`config.mk`:
```
export PLATFORM = sky130hd
export DESIGN_NAME = tdm_tx
export DESIGN_NICKNAME = d
export VERILOG_FILES = /design/src/rtl/tdm_tx_pkg.sv /design/src/rtl/tdm_tx_timing.sv /design/src/rtl/tdm_tx_feed.sv /design/src/rtl/tdm_tx_serial.sv /design/src/rtl/tdm_tx.sv
export SDC_FILE = /design/constraint.sdc
export NUM_CORES = 1
export LEC_CHECK = 0
export BUFFER_PORTS_ARGS = -buffer_cell sky130_fd_sc_hd__buf_2
export CORE_ASPECT_RATIO = 0.8
export CORE_UTILIZATION = 55
export CTS_BUF_LIST = sky130_fd_sc_hd__clkbuf_2
export DETAILED_ROUTE_END_ITERATION = 7
export GPL_ROUTABILITY_DRIVEN = 0
export PLACE_DENSITY = 0.77
export SYNTH_ARGS = -nofsm -noshare
export SYNTH_HDL_FRONTEND = slang
export SYNTH_SLANG_ARGS = --single-unit
```
`constraint.sdc`:
```
create_clock -name clk -period 12.3 [get_ports clk]
set_clock_uncertainty 0.1 [all_clocks]
set_input_delay 3.075 -clock clk [delete_from_list [all_inputs] [get_ports clk]]
set_output_delay 3.075 -clock clk [all_outputs]
set_load 0.02 [all_outputs]
```
`src/rtl/tdm_tx_pkg.sv`:
```
package tdm_tx_pkg;
  typedef enum logic [0:0] {FMT_LEVEL = 1'b0, FMT_PULSE = 1'b1} frame_fmt_e;
  typedef enum logic [1:0] {HZ_DRIVE = 2'd0, HZ_SLOT = 2'd1, HZ_HALF = 2'd2} hiz_mode_e;

  function automatic logic [7:0] sample_len(input logic [2:0] code, input logic [2:0] mask);
    return {3'b000, code, 2'b00} + 8'd4 - {5'b00000, mask};
  endfunction
endpackage

```
`src/rtl/tdm_tx_timing.sv`:
```
module tdm_tx_timing import tdm_tx_pkg::*; #(
  parameter int CNT_W  = 11,
  parameter int SLOT_W = 3
) (
  input  logic              clk,
  input  logic              rst,
  input  logic              half_tick,
  input  logic              edge_sel,
  input  logic              fmt,
  input  logic              nonsym,
  input  logic [CNT_W-1:0]  chan_bits,
  input  logic [SLOT_W-1:0] last_slot,
  output logic              launch,
  output logic              mid,
  output logic              bclk,
  output logic [CNT_W-1:0]  pos_n,
  output logic [SLOT_W-1:0] slot_n,
  output logic              slot_start
);
  localparam logic [CNT_W:0] LEN_ONE = (CNT_W+1)'(1);

  logic              ph;
  logic              started;
  logic [CNT_W-1:0]  pos;
  logic [SLOT_W-1:0] slot;
  logic [CNT_W:0]    slot_len;
  logic [SLOT_W-1:0] top_slot;
  logic              level;

  assign level  = (frame_fmt_e'(fmt) == FMT_LEVEL);
  assign launch = half_tick && (ph == edge_sel);
  assign mid    = half_tick && (ph != edge_sel);
  assign bclk   = ph;
  assign slot_start = launch && (pos_n == '0);

  always_comb begin
    slot_len = {1'b0, chan_bits} + ((level && nonsym && slot == SLOT_W'(1)) ? LEN_ONE : '0);
    top_slot = level ? SLOT_W'(1) : last_slot;
    if (!started) begin
      pos_n  = '0;
      slot_n = '0;
    end else if (({1'b0, pos} + LEN_ONE) >= slot_len) begin
      pos_n  = '0;
      slot_n = (slot >= top_slot) ? '0 : slot + SLOT_W'(1);
    end else begin
      pos_n  = pos + CNT_W'(1);
      slot_n = slot;
    end
  end

  always_ff @(posedge clk) begin
    if (rst) begin
      ph      <= 1'b0;
      started <= 1'b0;
      pos     <= '0;
      slot    <= '0;
    end else begin
      if (half_tick) ph <= ~ph;
      if (launch) begin
        started <= 1'b1;
        pos     <= pos_n;
        slot    <= slot_n;
      end
    end
  end
endmodule

```
`src/rtl/tdm_tx_feed.sv`:
```
module tdm_tx_feed #(
  parameter int SAMPLE_W = 32
) (
  input  logic                clk,
  input  logic                rst,
  input  logic                in_valid,
  input  logic [SAMPLE_W-1:0] in_data,
  output logic                in_ready,
  input  logic                consume,
  output logic [SAMPLE_W-1:0] take_data
);
  logic                full;
  logic [SAMPLE_W-1:0] hold;

  assign in_ready  = !full;
  assign take_data = full ? hold : '0;

  always_ff @(posedge clk) begin
    if (rst) begin
      full <= 1'b0;
      hold <= '0;
    end else if (in_valid && !full) begin
      full <= 1'b1;
      hold <= in_data;
    end else if (consume) begin
      full <= 1'b0;
    end
  end
endmodule

```
`src/rtl/tdm_tx_serial.sv`:
```
module tdm_tx_serial import tdm_tx_pkg::*; #(
  parameter int SAMPLE_W = 32,
  parameter int CNT_W    = 11,
  parameter int SLOT_W   = 3,
  parameter int FSW_W    = 8
) (
  input  logic                clk,
  input  logic                rst,
  input  logic                launch,
  input  logic                mid,
  input  logic                slot_start,
  input  logic                slot_on,
  input  logic [CNT_W-1:0]    pos_n,
  input  logic [SLOT_W-1:0]   slot_n,
  input  logic                fmt,
  input  logic                lr_pol,
  input  logic [FSW_W-1:0]    fs_width,
  input  logic [CNT_W-1:0]    offset,
  input  logic [2:0]          size_code,
  input  logic [2:0]          mask_bits,
  input  logic                lsb_first,
  input  logic [1:0]          hiz,
  input  logic [SAMPLE_W-1:0] take_data,
  output logic                sdata,
  output logic                oe,
  output logic                fclk
);
  logic [SAMPLE_W-1:0] smp;
  logic [SAMPLE_W-1:0] cur;
  logic [CNT_W-1:0]    len;
  logic [CNT_W-1:0]    k;
  logic [CNT_W-1:0]    idx;
  logic                is_data;
  logic                bit_val;
  logic                fclk_n;
  logic                drive;

  always_comb begin
    cur     = slot_start ? (slot_on ? take_data : '0) : smp;
    len     = CNT_W'(sample_len(size_code, mask_bits));
    k       = pos_n - offset;
    is_data = slot_on && (pos_n >= offset) && (k < len);
    idx     = lsb_first ? k : (len - CNT_W'(1) - k);
    bit_val = |(cur & (SAMPLE_W'(1) << idx));
    if (frame_fmt_e'(fmt) == FMT_LEVEL) fclk_n = slot_n[0] ^ lr_pol;
    else fclk_n = (slot_n == '0) && (pos_n <= CNT_W'(fs_width));
  end

  always_ff @(posedge clk) begin
    if (rst) begin
      smp   <= '0;
      sdata <= 1'b0;
      oe    <= 1'b0;
      fclk  <= 1'b0;
      drive <= 1'b0;
    end else if (launch) begin
      smp   <= cur;
      sdata <= is_data && bit_val;
      fclk  <= fclk_n;
      drive <= is_data;
      case (hiz_mode_e'(hiz))
        HZ_SLOT: oe <= slot_on;
        HZ_HALF: if (is_data) oe <= 1'b1;
        default: oe <= 1'b1;
      endcase
    end else if (mid && hiz_mode_e'(hiz) == HZ_HALF && !drive) begin
      oe <= 1'b0;
    end
  end
endmodule

```
`src/rtl/tdm_tx.sv`:
```
module tdm_tx #(
  parameter int SAMPLE_W  = 32,
  parameter int CNT_W     = 11,
  parameter int FSW_W     = 8,
  parameter int MAX_SLOTS = 8,
  localparam int SLOT_W   = $clog2(MAX_SLOTS)
) (
  input  logic                 clk,
  input  logic                 rst,
  input  logic                 half_tick,
  input  logic                 cfg_fmt,
  input  logic                 cfg_lr_pol,
  input  logic                 cfg_nonsym,
  input  logic [CNT_W-1:0]     cfg_chan_bits,
  input  logic [FSW_W-1:0]     cfg_fs_width,
  input  logic [CNT_W-1:0]     cfg_offset,
  input  logic [2:0]           cfg_size_code,
  input  logic [2:0]           cfg_mask_bits,
  input  logic                 cfg_lsb_first,
  input  logic                 cfg_edge_sel,
  input  logic [SLOT_W-1:0]    cfg_last_slot,
  input  logic [MAX_SLOTS-1:0] cfg_slot_en,
  input  logic [1:0]           cfg_hiz,
  input  logic                 in_valid,
  output logic                 in_ready,
  input  logic [SAMPLE_W-1:0]  in_data,
  output logic                 bclk_o,
  output logic                 fclk_o,
  output logic                 sdata_o,
  output logic                 sdata_oe
);
  logic                launch, mid, slot_start, slot_on, consume;
  logic [CNT_W-1:0]    pos_n;
  logic [SLOT_W-1:0]   slot_n;
  logic [SAMPLE_W-1:0] take_data;

  assign slot_on = cfg_slot_en[slot_n];
  assign consume = slot_start && slot_on;

  tdm_tx_timing #(.CNT_W(CNT_W), .SLOT_W(SLOT_W)) i_timing (
    .clk(clk), .rst(rst), .half_tick(half_tick), .edge_sel(cfg_edge_sel),
    .fmt(cfg_fmt), .nonsym(cfg_nonsym), .chan_bits(cfg_chan_bits),
    .last_slot(cfg_last_slot), .launch(launch), .mid(mid), .bclk(bclk_o),
    .pos_n(pos_n), .slot_n(slot_n), .slot_start(slot_start)
  );

  tdm_tx_feed #(.SAMPLE_W(SAMPLE_W)) i_feed (
    .clk(clk), .rst(rst), .in_valid(in_valid), .in_data(in_data),
    .in_ready(in_ready), .consume(consume), .take_data(take_data)
  );

  tdm_tx_serial #(.SAMPLE_W(SAMPLE_W), .CNT_W(CNT_W), .SLOT_W(SLOT_W), .FSW_W(FSW_W)) i_serial (
    .clk(clk), .rst(rst), .launch(launch), .mid(mid), .slot_start(slot_start),
    .slot_on(slot_on), .pos_n(pos_n), .slot_n(slot_n), .fmt(cfg_fmt),
    .lr_pol(cfg_lr_pol), .fs_width(cfg_fs_width), .offset(cfg_offset),
    .size_code(cfg_size_code), .mask_bits(cfg_mask_bits), .lsb_first(cfg_lsb_first),
    .hiz(cfg_hiz), .take_data(take_data), .sdata(sdata_o), .oe(sdata_oe), .fclk(fclk_o)
  );
endmodule

```
==> flow_summary.yaml <==
clock_network:
  clkSinkCount: 85
  cts_tree: "built"
  post_cts_buffers: 0
  cts_resized: 0
  htree_levels: 3
  cts-hold-fix-buffers: 0
  cts_buffers: 9
  cts_root_buf: "clkbuf_2"
  clk_latency_ns: 0.54
  clkTransAtPathRegs_ns: 0.21
  cts_buffer_depth: 2
sta:
  finalHoldViolCount: 0
  rsz0062_at_grt: "no"
  setup_total_negative_slack_ns: 0
  min_period_over_period_pct: 82.6
  setup_violations: 0
  max_freq_ghz: 0.0984
  final_max_slew_viol_count: 0
  slew_headroom_pct: 23.4
  worst_slew_pin_slew_ns: 1.15
  post-route-min-period_ns: 10.16
cells_and_area:
  post-route-util_pct: 62.1
  final_common_cell: "nand2_1"
  multi_input_area_um2: 4520
  drive_gt1_share_pct: 15.1
  regArea_um2: 1700
  n_fill_cell: 1073
  area_growth_pct: 9.42
  insertedDiodeCount: 0
  mostFrequentLayoutCells: "nand2_1 (113), buf_2 (94), dfxtp_1 (85)"
  nets: 1063
synthesis:
  synth_edf_count: 0
  synth_top_area_share_pct: 25.8
  synth_seq_cells: 85
  avgSynthCellArea_um2: 7.78
  async_flop_share_pct: 0
  synth_ff_type: "dfxtp_1"
  syn_area_um2: 6590
  synthDistinctLibCells: 81
  syn_inst: 847
  synth_fp_nets: 999
  synth_warnings: 0
  yosys.area.top_type: "dfxtp_1"
  synth_area_leaders: "dfxtp_1 (26%), ha_1 (11%), nand2_1 (6.4%)"
  yosysSeqAreaShare_pct: 25.8
routing:
  drt_wl_total_um: 15700
  drt_iter0_drc: 562
  dr_wl_met3_um: 876
  ant_nets: 0
  via_per_inst: 5.89
  wire_per_inst_um: 14.8
  dr.pass1.iters: 8
  vias: 6251
  dr.max_layer_used: "met4"
  drc_errors: 0
  wl_met1_um: 8150
  route.met2.wl_um: 6550
power:
  p_leak_uw: 0.00308
  p_per_area_nw_per_um2: 89.7
  peakVddDrop_mv: 0.0638
run_status:
  outcome: "completed"
floorplan:
  io-pin-count: 95
  design.core.area_um2: 11600
  die_h_um: 99.9
  rows: 35
  fp.dieArea_um2: 12400
  die_w_um: 124
  start_util_pct: 56.8
worst_setup_path:
  max_stage_delay_ns: 0.46
  worst-path-buf-inv: 2
  worstPathRequired_ns: 12.65
  critPathSlowestCell: "a2111oi_0"
  rr_worst_depth: 31
  r2r_end: "i_serial.sdata"
  path_max_fanout: 12
  path_delay_family: "compound AO/OA/AOI/OAI gates"
  worstPathArrival_ns: 10.50
  worstSetupPathType: "in2reg"
  path_common_cell: "ha_1"
  end_kind: "flip-flop"
  r2r_start: "i_timing.slot[0]"
  r2r_slack_ns: 4.12
  crit_path_start_kind: "input port"
placement:
  dp_hpwl_um: 12200
  port_buffers: 94
global_routing:
  grt_start_max_net_pins: 88
  grt_usage_pct: 25.8
  antenna_found_initial: 0
  grt_pass1_wl_um: 26700
  grt_pass1_vias: 5520
  overflow: 0
worst_hold_path:
  worstHoldPathType: "reg2reg"
  hp-start: "i_serial.drive"
  min_path_cells: 2
  hold-path-endpoint: "i_serial.drive"
run:
  drv_cap: 0
[layout make-up]
cell class,instances,share of cell area [%]
timing repair buffer,97,6.84
clock inverter,5,0.833
sequential,85,23.6
tap,148,2.57
clock buffer,9,0.625
inverter,55,2.86
multi-input combinational,663,62.7
[how the worst max path moves through the flow]
stage / start / endpoint / slack, ns / cells past startpoint
floorplan: cfg_nonsym / i_serial.sdata / 2.73 / 31
global placement: cfg_fmt / i_serial.sdata / 1.97 / 30
detailed placement: cfg_fmt / i_serial.sdata / 1.70 / 30
CTS: cfg_fmt / i_serial.sdata / 2.27 / 30
global route: cfg_fmt / i_serial.sdata / 1.59 / 30
finish: cfg_fmt / i_serial.sdata / 2.14 / 30
[per-layer routing]
metal | vias up | track usage, %
met1 | 2844 | 38.6
met3 | 17 | 3.73
met4 | 0 | 5.84
li1 | 3194 | -
met2 | 196 | 39.0
met5 | - | 0
[metrics by stage]
step / power (µW) / cell area (µm²) / instances / hold slack (ns) / worst slack, ns
finish: 647 / 7210 / 1062 / 0.371 / 2.14
global route: 689 / 7210 / 1062 / 0.398 / 1.59
CTS: 649 / 7210 / 1062 / 0.373 / 2.27
detailed placement: 510 / 7110 / 1048 / 0.348 / 1.70
global placement: 508 / 7110 / 1048 / 0.347 / 1.97
floorplan: 453 / 6590 / 847 / 0.336 / 2.73
[sequential cells by signal, summed over array words and instances, names as in the netlist]
signal and cells:
i_timing.bclk 1, i_serial.smp 32, i_serial.sdata 1, i_timing.started 1, i_timing.pos 11, i_timing.slot 3, i_serial.fclk 1, i_serial.drive 1
i_feed.full 1, i_serial.oe 1, i_feed.hold 32
[logic make-up (layout without fill, tap and decap cells)]
| kind of cell | count (synthesis) | after routing | synth area share, % |
|---|---|---|---|
| XOR/XNOR | 48 | 48 | 6.70 |
| multiplexers | 5 | 5 | 0.816 |
| buffers and inverters | 99 | 166 | 5.87 |
| adder cells (fa/ha/maj) | 62 | 62 | 12.0 |
| AO/OA/AOI/OAI | 246 | 246 | 26.9 |
| flip-flops | 85 | 85 | 25.8 |
| AND/OR/NAND/NOR | 302 | 302 | 21.9 |
[synthesized netlist by cell type, types with 10 or more instances]
library cell  count
clkbuf_1         31
a222oi_1         11
nand2b_1         12
nor2_1           65
a21oi_1          77
nand3_1          19
nand2_1         113
nand4_1          10
inv_1            52
and3_1           17
a21o_1           11
nor2b_1          14
o21ai_0          24
a22oi_1          29
nor3_1           22
ha_1             60
xor2_1           17
dfxtp_1          85
o21a_1           13
xnor2_1          29
[worst register-to-register path: cells and delay by family (launching register included)]
kind            cells  cell delay [ns]
simple gates       11             2.83
compound gates     12             2.82
fa+ha+maj           5             1.37
flops               1             0.51
xor+xnor            2             0.41
buf+inv             1             0.09
[report_power, final]
part / internal, µW / switching (µW) / total (µW)
clock: 45.8 / 93.4 / 139
combinational: 84.6 / 130 / 214
sequential: 285 / 8.72 / 293
Note: power is estimated with default switching activity, not from simulation.
